File: src/rtl/pic_pkg.sv
package pic_pkg;
  localparam int CMD_EOI_BIT  = 5;
  localparam int CMD_SEL_BIT  = 3;
  localparam int CMD_POLL_BIT = 2;
  localparam int CMD_RR_BIT   = 1;
  localparam int CMD_RIS_BIT  = 0;

  typedef enum logic {SEL_REQ = 1'b0, SEL_SVC = 1'b1} stat_sel_e;
endpackage

File: src/rtl/pic_req_latch.sv
module pic_req_latch #(
  parameter int N_IN = 8
) (
  input  logic            clk,
  input  logic            rst,
  input  logic            level_mode,
  input  logic [N_IN-1:0] req_in,
  input  logic [N_IN-1:0] clr,
  output logic [N_IN-1:0] irr_o
);
  logic [N_IN-1:0] arm_q;
  logic [N_IN-1:0] irr_q;

  generate
    for (genvar i = 0; i < N_IN; i++) begin : g_line
      always_ff @(posedge clk) begin
        if (rst) begin
          arm_q[i] <= 1'b0;
          irr_q[i] <= 1'b0;
        end else begin
          irr_q[i] <= req_in[i] & (level_mode | arm_q[i]);
          arm_q[i] <= ~req_in[i] | (arm_q[i] & ~clr[i]);
        end
      end
    end
  endgenerate

  assign irr_o = irr_q;
endmodule

File: src/rtl/pic_prio_resolve.sv
module pic_prio_resolve #(
  parameter int N_IN = 8,
  localparam int CODE_W = $clog2(N_IN)
) (
  input  logic [N_IN-1:0]   irr,
  input  logic [N_IN-1:0]   imr,
  input  logic [N_IN-1:0]   isr,
  output logic              any_o,
  output logic [CODE_W-1:0] win_o,
  output logic [N_IN-1:0]   win_hot_o,
  output logic [N_IN-1:0]   svc_top_hot_o,
  output logic              irq_raw_o
);
  logic [N_IN-1:0] pend;
  logic [CODE_W:0] svc_idx;

  assign pend = irr & ~imr;

  always_comb begin
    win_o     = '0;
    win_hot_o = '0;
    for (int i = N_IN - 1; i >= 0; i--) begin
      if (pend[i]) begin
        win_o     = CODE_W'(i);
        win_hot_o = '0;
        win_hot_o[i] = 1'b1;
      end
    end
  end

  always_comb begin
    svc_idx       = (CODE_W+1)'(N_IN);
    svc_top_hot_o = '0;
    for (int i = N_IN - 1; i >= 0; i--) begin
      if (isr[i]) begin
        svc_idx       = (CODE_W+1)'(i);
        svc_top_hot_o = '0;
        svc_top_hot_o[i] = 1'b1;
      end
    end
  end

  assign any_o     = |pend;
  assign irq_raw_o = any_o && ({1'b0, win_o} < svc_idx);
endmodule

File: src/rtl/pic_ack_seq.sv
module pic_ack_seq #(
  parameter int CODE_W = 3,
  parameter int DEF_CODE = 7
) (
  input  logic              clk,
  input  logic              rst,
  input  logic              ack_in,
  input  logic              any_pend,
  input  logic [CODE_W-1:0] win,
  output logic              first_o,
  output logic              take_o,
  output logic              vec_valid,
  output logic [CODE_W-1:0] vec_code
);
  logic              ack_q;
  logic              phase_q;
  logic [CODE_W-1:0] code_q;
  logic              fall;

  assign fall    = ack_q & ~ack_in;
  assign first_o = fall & ~phase_q;
  assign take_o  = first_o & any_pend;

  always_ff @(posedge clk) begin
    if (rst) begin
      ack_q     <= 1'b0;
      phase_q   <= 1'b0;
      code_q    <= '0;
      vec_valid <= 1'b0;
      vec_code  <= '0;
    end else begin
      ack_q     <= ack_in;
      vec_valid <= fall & phase_q;
      if (first_o) code_q <= any_pend ? win : CODE_W'(DEF_CODE);
      if (fall) phase_q <= ~phase_q;
      if (fall & phase_q) vec_code <= code_q;
    end
  end

  assert_vec_single_R12: assert property (@(posedge clk) disable iff (rst)
    vec_valid |=> !vec_valid);
endmodule

File: src/rtl/prio_irq_ctrl.sv
module prio_irq_ctrl
  import pic_pkg::*;
#(
  parameter int N_IN   = 8,
  parameter int DATA_W = 8,
  localparam int CODE_W = $clog2(N_IN)
) (
  input  logic              clk,
  input  logic              rst,
  input  logic              level_mode,
  input  logic [N_IN-1:0]   req_in,
  input  logic              ack_in,
  input  logic              wr_en,
  input  logic              rd_en,
  input  logic              addr,
  input  logic [DATA_W-1:0] wdata,
  output logic [DATA_W-1:0] rdata,
  output logic              irq,
  output logic              vec_valid,
  output logic [CODE_W-1:0] vec_code
);
  logic [N_IN-1:0]   irr, imr_q, isr_q, isr_n;
  logic [N_IN-1:0]   win_hot, svc_top_hot, set_hot;
  logic [CODE_W-1:0] win;
  logic              any_pend, irq_raw;
  logic              ack_first, ack_take, poll_take;
  logic              poll_q;
  stat_sel_e         sel_q;
  logic              cmd_w, eoi_w, poll_rd;

  assign cmd_w     = wr_en & ~addr;
  assign eoi_w     = cmd_w & wdata[CMD_EOI_BIT];
  assign poll_rd   = rd_en & ~addr & poll_q;
  assign poll_take = poll_rd & any_pend;
  assign set_hot   = (ack_take | poll_take) ? win_hot : '0;

  pic_req_latch #(.N_IN(N_IN)) u_req (
    .clk(clk), .rst(rst), .level_mode(level_mode),
    .req_in(req_in), .clr(set_hot), .irr_o(irr)
  );

  pic_prio_resolve #(.N_IN(N_IN)) u_res (
    .irr(irr), .imr(imr_q), .isr(isr_q),
    .any_o(any_pend), .win_o(win), .win_hot_o(win_hot),
    .svc_top_hot_o(svc_top_hot), .irq_raw_o(irq_raw)
  );

  pic_ack_seq #(.CODE_W(CODE_W), .DEF_CODE(N_IN-1)) u_ack (
    .clk(clk), .rst(rst), .ack_in(ack_in),
    .any_pend(any_pend), .win(win),
    .first_o(ack_first), .take_o(ack_take),
    .vec_valid(vec_valid), .vec_code(vec_code)
  );

  always_comb begin
    isr_n = isr_q;
    if (eoi_w) isr_n = isr_n & ~svc_top_hot;
    isr_n = isr_n | set_hot;
  end

  always_ff @(posedge clk) begin
    if (rst) begin
      imr_q  <= '0;
      isr_q  <= '0;
      poll_q <= 1'b0;
      sel_q  <= SEL_REQ;
      rdata  <= '0;
      irq    <= 1'b0;
    end else begin
      isr_q <= isr_n;
      irq   <= irq_raw;
      if (wr_en && addr) imr_q <= wdata[N_IN-1:0];
      if (cmd_w && wdata[CMD_SEL_BIT]) begin
        poll_q <= wdata[CMD_POLL_BIT];
        if (wdata[CMD_RR_BIT])
          sel_q <= wdata[CMD_RIS_BIT] ? SEL_SVC : SEL_REQ;
      end else if (poll_rd) begin
        poll_q <= 1'b0;
      end
      if (rd_en) begin
        if (addr) begin
          rdata <= DATA_W'(imr_q);
        end else if (poll_q) begin
          rdata <= '0;
          rdata[DATA_W-1]   <= any_pend;
          rdata[CODE_W-1:0] <= any_pend ? win : '0;
        end else begin
          rdata <= (sel_q == SEL_SVC) ? DATA_W'(isr_q) : DATA_W'(irr);
        end
      end
    end
  end

  assert_irq_has_req_R9: assert property (@(posedge clk) disable iff (rst)
    irq |-> $past(|(irr & ~imr_q)));

  assert_isr_one_new_R4: assert property (@(posedge clk) disable iff (rst)
    $countones(isr_q & ~$past(isr_q)) <= 1);

  assert_eoi_drop_R10: assert property (@(posedge clk) disable iff (rst)
    $past(eoi_w && (isr_q != '0) && !ack_take && !poll_take)
      |-> ($countones(isr_q) + 1 == $countones($past(isr_q))));

  assert_default_keeps_R3: assert property (@(posedge clk) disable iff (rst)
    $past(ack_first && !any_pend && !eoi_w && !poll_take)
      |-> (isr_q == $past(isr_q)));

  assert_mask_excl_R8: assert property (@(posedge clk) disable iff (rst)
    any_pend |-> !imr_q[win]);
endmodule

File: config.mk
export PLATFORM = sky130hd
export DESIGN_NAME = prio_irq_ctrl
export DESIGN_NICKNAME = d
export VERILOG_FILES = /design/src/rtl/pic_pkg.sv /design/src/rtl/pic_req_latch.sv /design/src/rtl/pic_prio_resolve.sv /design/src/rtl/pic_ack_seq.sv /design/src/rtl/prio_irq_ctrl.sv
export SDC_FILE = /design/constraint.sdc
export NUM_CORES = 1
export LEC_CHECK = 0
export ABC_CLOCK_PERIOD_IN_PS = 1700
export BUFFER_PORTS_ARGS = -buffer_cell sky130_fd_sc_hd__buf_2
export CAP_MARGIN = 30
export CORE_ASPECT_RATIO = 1.5
export CORE_UTILIZATION = 50
export CTS_CLUSTER_DIAMETER = 40
export DETAILED_ROUTE_END_ITERATION = 6
export HOLD_SLACK_MARGIN = 0.05
export PLACE_DENSITY = 0.74
export SLEW_MARGIN = 25
export SYNTH_ARGS = -nofsm -noshare
export SYNTH_HDL_FRONTEND = slang
export SYNTH_SLANG_ARGS = --single-unit
File: constraint.sdc
create_clock -name clk -period 1.7 [get_ports clk]
set_input_delay 0.255 -clock clk [delete_from_list [all_inputs] [get_ports clk]]
set_output_delay 0.255 -clock clk [all_outputs]
set_load 0.03 [all_outputs]
# Word-level counts from Yosys, hierarchy flattened
# Cells that the tools add are included.
[totals] ff_bits=52 latchBits=0 ram_bits=0 romBits=0 memories=0
[op_classes] n_addsub=0 mul=0 div_mod_pow=0 magnitude_cmp=1 eq_ne=0 n_shift=0 muxes=42 bitwise_logic=66 n_reduce_logical=6
[op_table] operator="2-to-1 mux 8 bit" n=21
[op_table] operator="2-to-1 mux 4 bit" n=8
[op_table] operator="2-to-1 mux 3 bit" n=10
[op_table] operator="bitwise AND 1 bit" n=25
[op_table] operator="inverter 1 bit" n=19
[op_table] operator="OR 1 bit" n=17
[op_table] operator="bitwise AND 8 bit" n=2
[op_table] operator="inverter 8 bit" n=2
[op_table] operator="OR 8 bit" n=1
[op_table] operator="OR reduction 8 bit" n=1
[op_table] operator="< comparator 3 x 4 -> 1 bit" n=1
[op_table] operator="logical AND 1 bit" n=3
[op_table] operator="2-to-1 mux 1 bit" n=3
[op_table] operator="AND reduction 2 bit" n=1
[op_table] operator="nonzero test 2 bit" n=1

# Longest topological paths before layout
[depth] ltp_word=14 mapped_depth=8 depth_no_buf=8

# By module
# A second synthesis with hierarchy kept.
[hier_totals] cells_unflattened=303 hier_area_um2=2524.9
[modules_own_cells] module="prio_irq_ctrl" instances=1 cells_per_inst=155 area_each_um2=1251.2 seq_area_each_um2=540.5
[modules_own_cells] module="pic_req_latch" instances=1 cells_per_inst=51 area_each_um2=544.3 seq_area_each_um2=320.3
[modules_own_cells] module="pic_prio_resolve" instances=1 cells_per_inst=63 area_each_um2=386.6 seq_area_each_um2=0.0
[modules_own_cells] module="pic_ack_seq" instances=1 cells_per_inst=34 area_each_um2=342.8 seq_area_each_um2=180.2

# Worst setup path before layout
# Ideal clock, no wire load.
[synth_timing] kind="register to register" from="register u_req.irr_q[1], in the netlist u_req.irr_o[1]" to="register irq" setup_ns=0.096 t_arrival_ns=1.718 setup_slack_ns=-0.113 path_stages_with_launch=8 synth_period_minus_slack_ns=1.813 path_cell_list="dfxtp_1 -> nor2b_1 -> or4_1 -> nor2_1 -> ha_1 -> a21oi_1 -> a21oi_1 -> nor4b_1"
[synth_between] elab_chain_len=5 word_cells_on_any_way=6 cone_classes="order compare (1); mux (2); bitwise (1); reduce/logical (2)"
[synth_rtl] element="start: declaration" line_no="pic_req_latch.sv:12" rtl="logic [N_IN-1:0] irr_q;"
[synth_rtl] element="start signal: indexed assignment" line_no="pic_req_latch.sv:21" rtl="irr_q[i] <= req_in[i] & (level_mode | arm_q[i]);"
[synth_rtl] element="bitwise AND 8 bit (*)" line_no="pic_prio_resolve.sv:17" rtl="assign pend = irr & ~imr;"
[synth_rtl] element="2-to-1 mux 3 bit (2 in a row)" line_no="pic_prio_resolve.sv:23" rtl="if (pend[i]) begin"
[synth_rtl] element="< comparator 3 x 4 -> 1 bit" line_no="pic_prio_resolve.sv:44" rtl="assign irq_raw_o = any_o && ({1'b0, win_o} < svc_idx);"
[synth_rtl] element="logical AND 1 bit (*)" line_no="pic_prio_resolve.sv:44"
[synth_rtl] element="end signal: assignment" line_no="prio_irq_ctrl.sv:71" rtl="irq <= irq_raw;"
[synth_rtl] element="end: declaration" line_no="prio_irq_ctrl.sv:18" rtl="output logic irq,"
# Every way passes the cells marked *; elsewhere a longest branch is shown, timed or not.
# A chain may end at the register's enable or synchronous reset.

# Final worst setup path
[layout_timing] from="register u_req.irr_q[2], in the netlist u_req.irr_o[2]" to="register irq"
[layout_between] elab_chain_len=6 word_cells_on_any_way=7 cone_classes="order compare (1); mux (3); bitwise (1); reduce/logical (2)"
[layout_rtl] element="bitwise AND 8 bit (*)" line_no="pic_prio_resolve.sv:17"
[layout_rtl] element="2-to-1 mux 3 bit (3 in a row)" line_no="pic_prio_resolve.sv:23"
[layout_rtl] element="< comparator 3 x 4 -> 1 bit" line_no="pic_prio_resolve.sv:44"
[layout_rtl] element="logical AND 1 bit (*)" line_no="pic_prio_resolve.sv:44"
# Marks and branches as above.

==> impl_metrics.py <==
metrics = {
    "status": {
        "status": "complete, but fails checks",
        "violations": "DRC, setup timing",
    },
    "routing": {
        "drtIter0Drc": 139,
        "vias": 2251,
        "drc": 3,
        "wirelength_um": 5980,
        "wl_per_cell_um": 15.2,
        "routed_via_density": 5.74,
        "firstDrtPassIters": 7,
        "ant_nets": 0,
    },
    "grt": {
        "grt_busiest_layer": "met2",
        "grtUsageMet1_pct": 28.6,
        "grt_pass1_vias": 2169,
        "antenna_found_initial": 0,
        "grt_max_degree": 34,
        "grt_pass1_wl_um": 9800,
        "global_route.usage.met2_pct": 47.6,
        "track_usage_pct": 25.7,
        "gr-total-overflow": 0,
        "met3_usage_pct": 3.96,
    },
    "synth": {
        "synth-edff-count": 0,
        "syn_area_sq_um": 2310,
        "syn_area_per_cell_sq_um": 8.44,
        "yosysSeqAreaShare_pct": 45.0,
        "ys_seq_elements": 52,
        "syn-num-nets": 299,
        "synth_cells": 274,
        "ys_types": 40,
        "synthArstFlopShare_pct": 0,
        "synth_flop_cell": "dfxtp_1",
        "yosysWarnings": 0,
    },
    "finish": {
        "drive_above_1_share_pct": 33.5,
        "fillerInstances": 352,
        "area_growth_pct": 30.9,
        "diodes": 0,
        "fin_nets": 370,
    },
    "clocking": {
        "cts_max_level": 2,
        "clk_pin_slew_ps": 90,
        "cts_tree": "built",
        "cts_hold_buffers": 0,
        "cts_made_buffers": 5,
        "clk_latency_ps": 310,
        "clock_path_buffers": 2,
        "cts_root_buf": "clkbuf_8",
        "clkSinkCount": 52,
    },
    "die": {
        "die_h_um": 85.3,
        "die_area_sq_um": 4910,
        "core_area_sq_um": 4320,
        "rows": 29,
        "initial_core_util_pct": 53.6,
        "io_pins": 36,
        "dieWidth_um": 57.5,
    },
    "power": {
        "p_leak_nw": 1.26,
        "power_mw": 2.60,
        "max-vdd-ir-drop_v": 0.000535,
        "power.density_nw_per_um2": 860,
    },
    "timing": {
        "worst_pin_slew_ps": 624,
        "hold_violations": 0,
        "finalSetupViolCount": 1,
        "period_share_pct": 109,
        "fmax_ghz": 0.542,
        "tns_ps": -145,
        "min_period_ps": 1840,
        "slew_headroom_pct": 58.4,
        "whs_ps": 113,
        "skew_ps": 8.91,
        "drv_slew": 0,
        "rsz0062_at_grt": "yes",
        "fin_ws_ps": -145,
    },
    "run": {
        "drv_cap": 0,
    },
    "hold_path": {
        "hold_path.class": "in -> reg",
    },
    "setup_path": {
        "crit_type": "reg -> reg",
        "cp.required_ps": 1880,
        "path_max_fanout": 4,
        "cp-end-kind": "register",
        "cp-start-kind": "register",
        "critPathArrivalTime_ps": 2020,
    },
    "place": {
        "io_buffer_count": 35,
        "dpl.hpwl_um": 4410,
        "gp_congestion": 0.907,
    },
}
==> cells in the mapped netlist (2+ instances only) <==
library cell | number | area share (%)
nor2b_1 | 10 | 2.7
clkbuf_1 | 12 | 1.9
or3_1 | 2 | 0.54
mux2_2 | 5 | 2.4
nor2_1 | 31 | 5.0
ha_1 | 2 | 1.1
nor3b_1 | 10 | 3.2
o21ai_1 | 2 | 0.43
a22oi_1 | 6 | 1.9
nor4_1 | 3 | 0.81
nand3_1 | 11 | 2.4
o31ai_1 | 3 | 0.97
nand2b_1 | 5 | 1.4
o21ai_0 | 8 | 1.7
nand2_1 | 30 | 4.9
nand3b_1 | 3 | 0.97
a21oi_1 | 36 | 7.8
nor4b_1 | 2 | 0.76
nor3_1 | 4 | 0.87
buf_2 | 3 | 0.65
a311oi_1 | 2 | 0.76
nand4_1 | 4 | 1.1
mux2i_1 | 4 | 1.7
inv_1 | 4 | 0.65
a211oi_1 | 5 | 1.6
dfxtp_1 | 52 | 45
o311ai_0 | 2 | 0.76
==> repair_timing <==
action                                  in CTS  in global routing
pin swaps                                    5                  3
resized for setup                           11                 13
buffers inserted                             0                  0
endpoints found under the setup margin       2                  3
==> cells in the final DEF (no fill, tap or decap), types with 5 or more instances in the layout <==
master	instances
nor2_1	30
a21oi_1	32
dfxtp_1	49
buf_2	35
nand2b_1	5
mux2_2	5
o21ai_0	8
nor3b_1	10
nand2_1	29
nand3_1	11
nor2b_1	5
a211oi_1	5
buf_4	43
a22oi_1	6
clkbuf_8	5
==> routing by layer <==
| metal | share of wire, % | vias up |
|---|---|---|
| met5 | 0 | - |
| met4 | 2.0 | 0 |
| met3 | 3.0 | 11 |
| met2 | 54 | 48 |
| met1 | 41 | 1070 |
| li1 | - | 1122 |
==> final cells by class <==
| cell class | instances | area (sq um) | area share, % |
|---|---|---|---|
| timing repair buffer | 79 | 518 | 17.1 |
| clock buffer | 6 | 72.6 | 2.40 |
| clock inverter | 2 | 35.0 | 1.16 |
| inverter | 4 | 15.0 | 0.496 |
| tap | 46 | 57.6 | 1.90 |
| multi-input combinational | 203 | 1280 | 42.4 |
| sequential | 52 | 1040 | 34.5 |
==> report_power, final <==
| group | internal, mW | total [mW] | switching (mW) |
|---|---|---|---|
| Sequential | 1.28 | 1.31 | 0.0340 |
| Combinational | 0.213 | 0.461 | 0.248 |
| Clock | 0.437 | 0.835 | 0.398 |
| Total | 1.93 | 2.60 | 0.680 |
==> worst max-delay path, cell delays in order (launching register included) <==
cell	delay, ps
dfxtp_2	330
nor2b_4	130
or4_4	560
nor2_4	120
ha_4	150
nand2_2	50
a21oi_2	130
o31ai_2	80
nor4b_2	160
==> kinds of logic (layout without fill, tap and decap cells) <==
logic type,Yosys count,in the layout,synth area share (%)
AND/OR/NAND/NOR,121,121,27.5
AO/OA/AOI/OAI,71,71,19.0
flip-flops,52,52,45.0
buffers and inverters,19,91,3.24
multiplexers,9,9,4.16
adder cells (fa/ha/maj),2,2,1.08
==> sequential cells by signal (all words and copies together) (netlist names) <==
name,count
imr_q,8
irq,1
isr_q,8
poll_q,1
rdata,8
sel_q,1
u_ack.ack_q,1
u_ack.code_q,3
u_ack.phase_q,1
u_ack.vec_code,3
u_ack.vec_valid,1
u_req.arm_q,8
u_req.irr_o,8
==> path summary, 6_finish.rpt <==
path	start	endpoint	slack, ps	depth (start not counted)
max reg2reg	u_req.irr_o[2]$_SDFF_PP0_	irq$_SDFF_PP0_	-140	8
min	req_in[6]	u_req.arm_q[6]$_SDFF_PP0_	110	2
max	u_req.irr_o[2]$_SDFF_PP0_	irq$_SDFF_PP0_	-140	8
min reg2reg	u_req.arm_q[6]$_SDFF_PP0_	u_req.arm_q[6]$_SDFF_PP0_	460	2
==> metrics by stage <==
step	worst slack [ps]	instances	utilization [%]	cell area [sq um]
final	-145	392	70.1	3030
after CTS	-143	392	68.7	2970
after floorplan	-91.1	274	-	2310
after global placement	-120	384	65.5	2830
after global routing	-223	392	70.1	3030
after detailed placement	-168	384	65.5	2830
No activity file was read; power rests on OpenSTA's default activity.
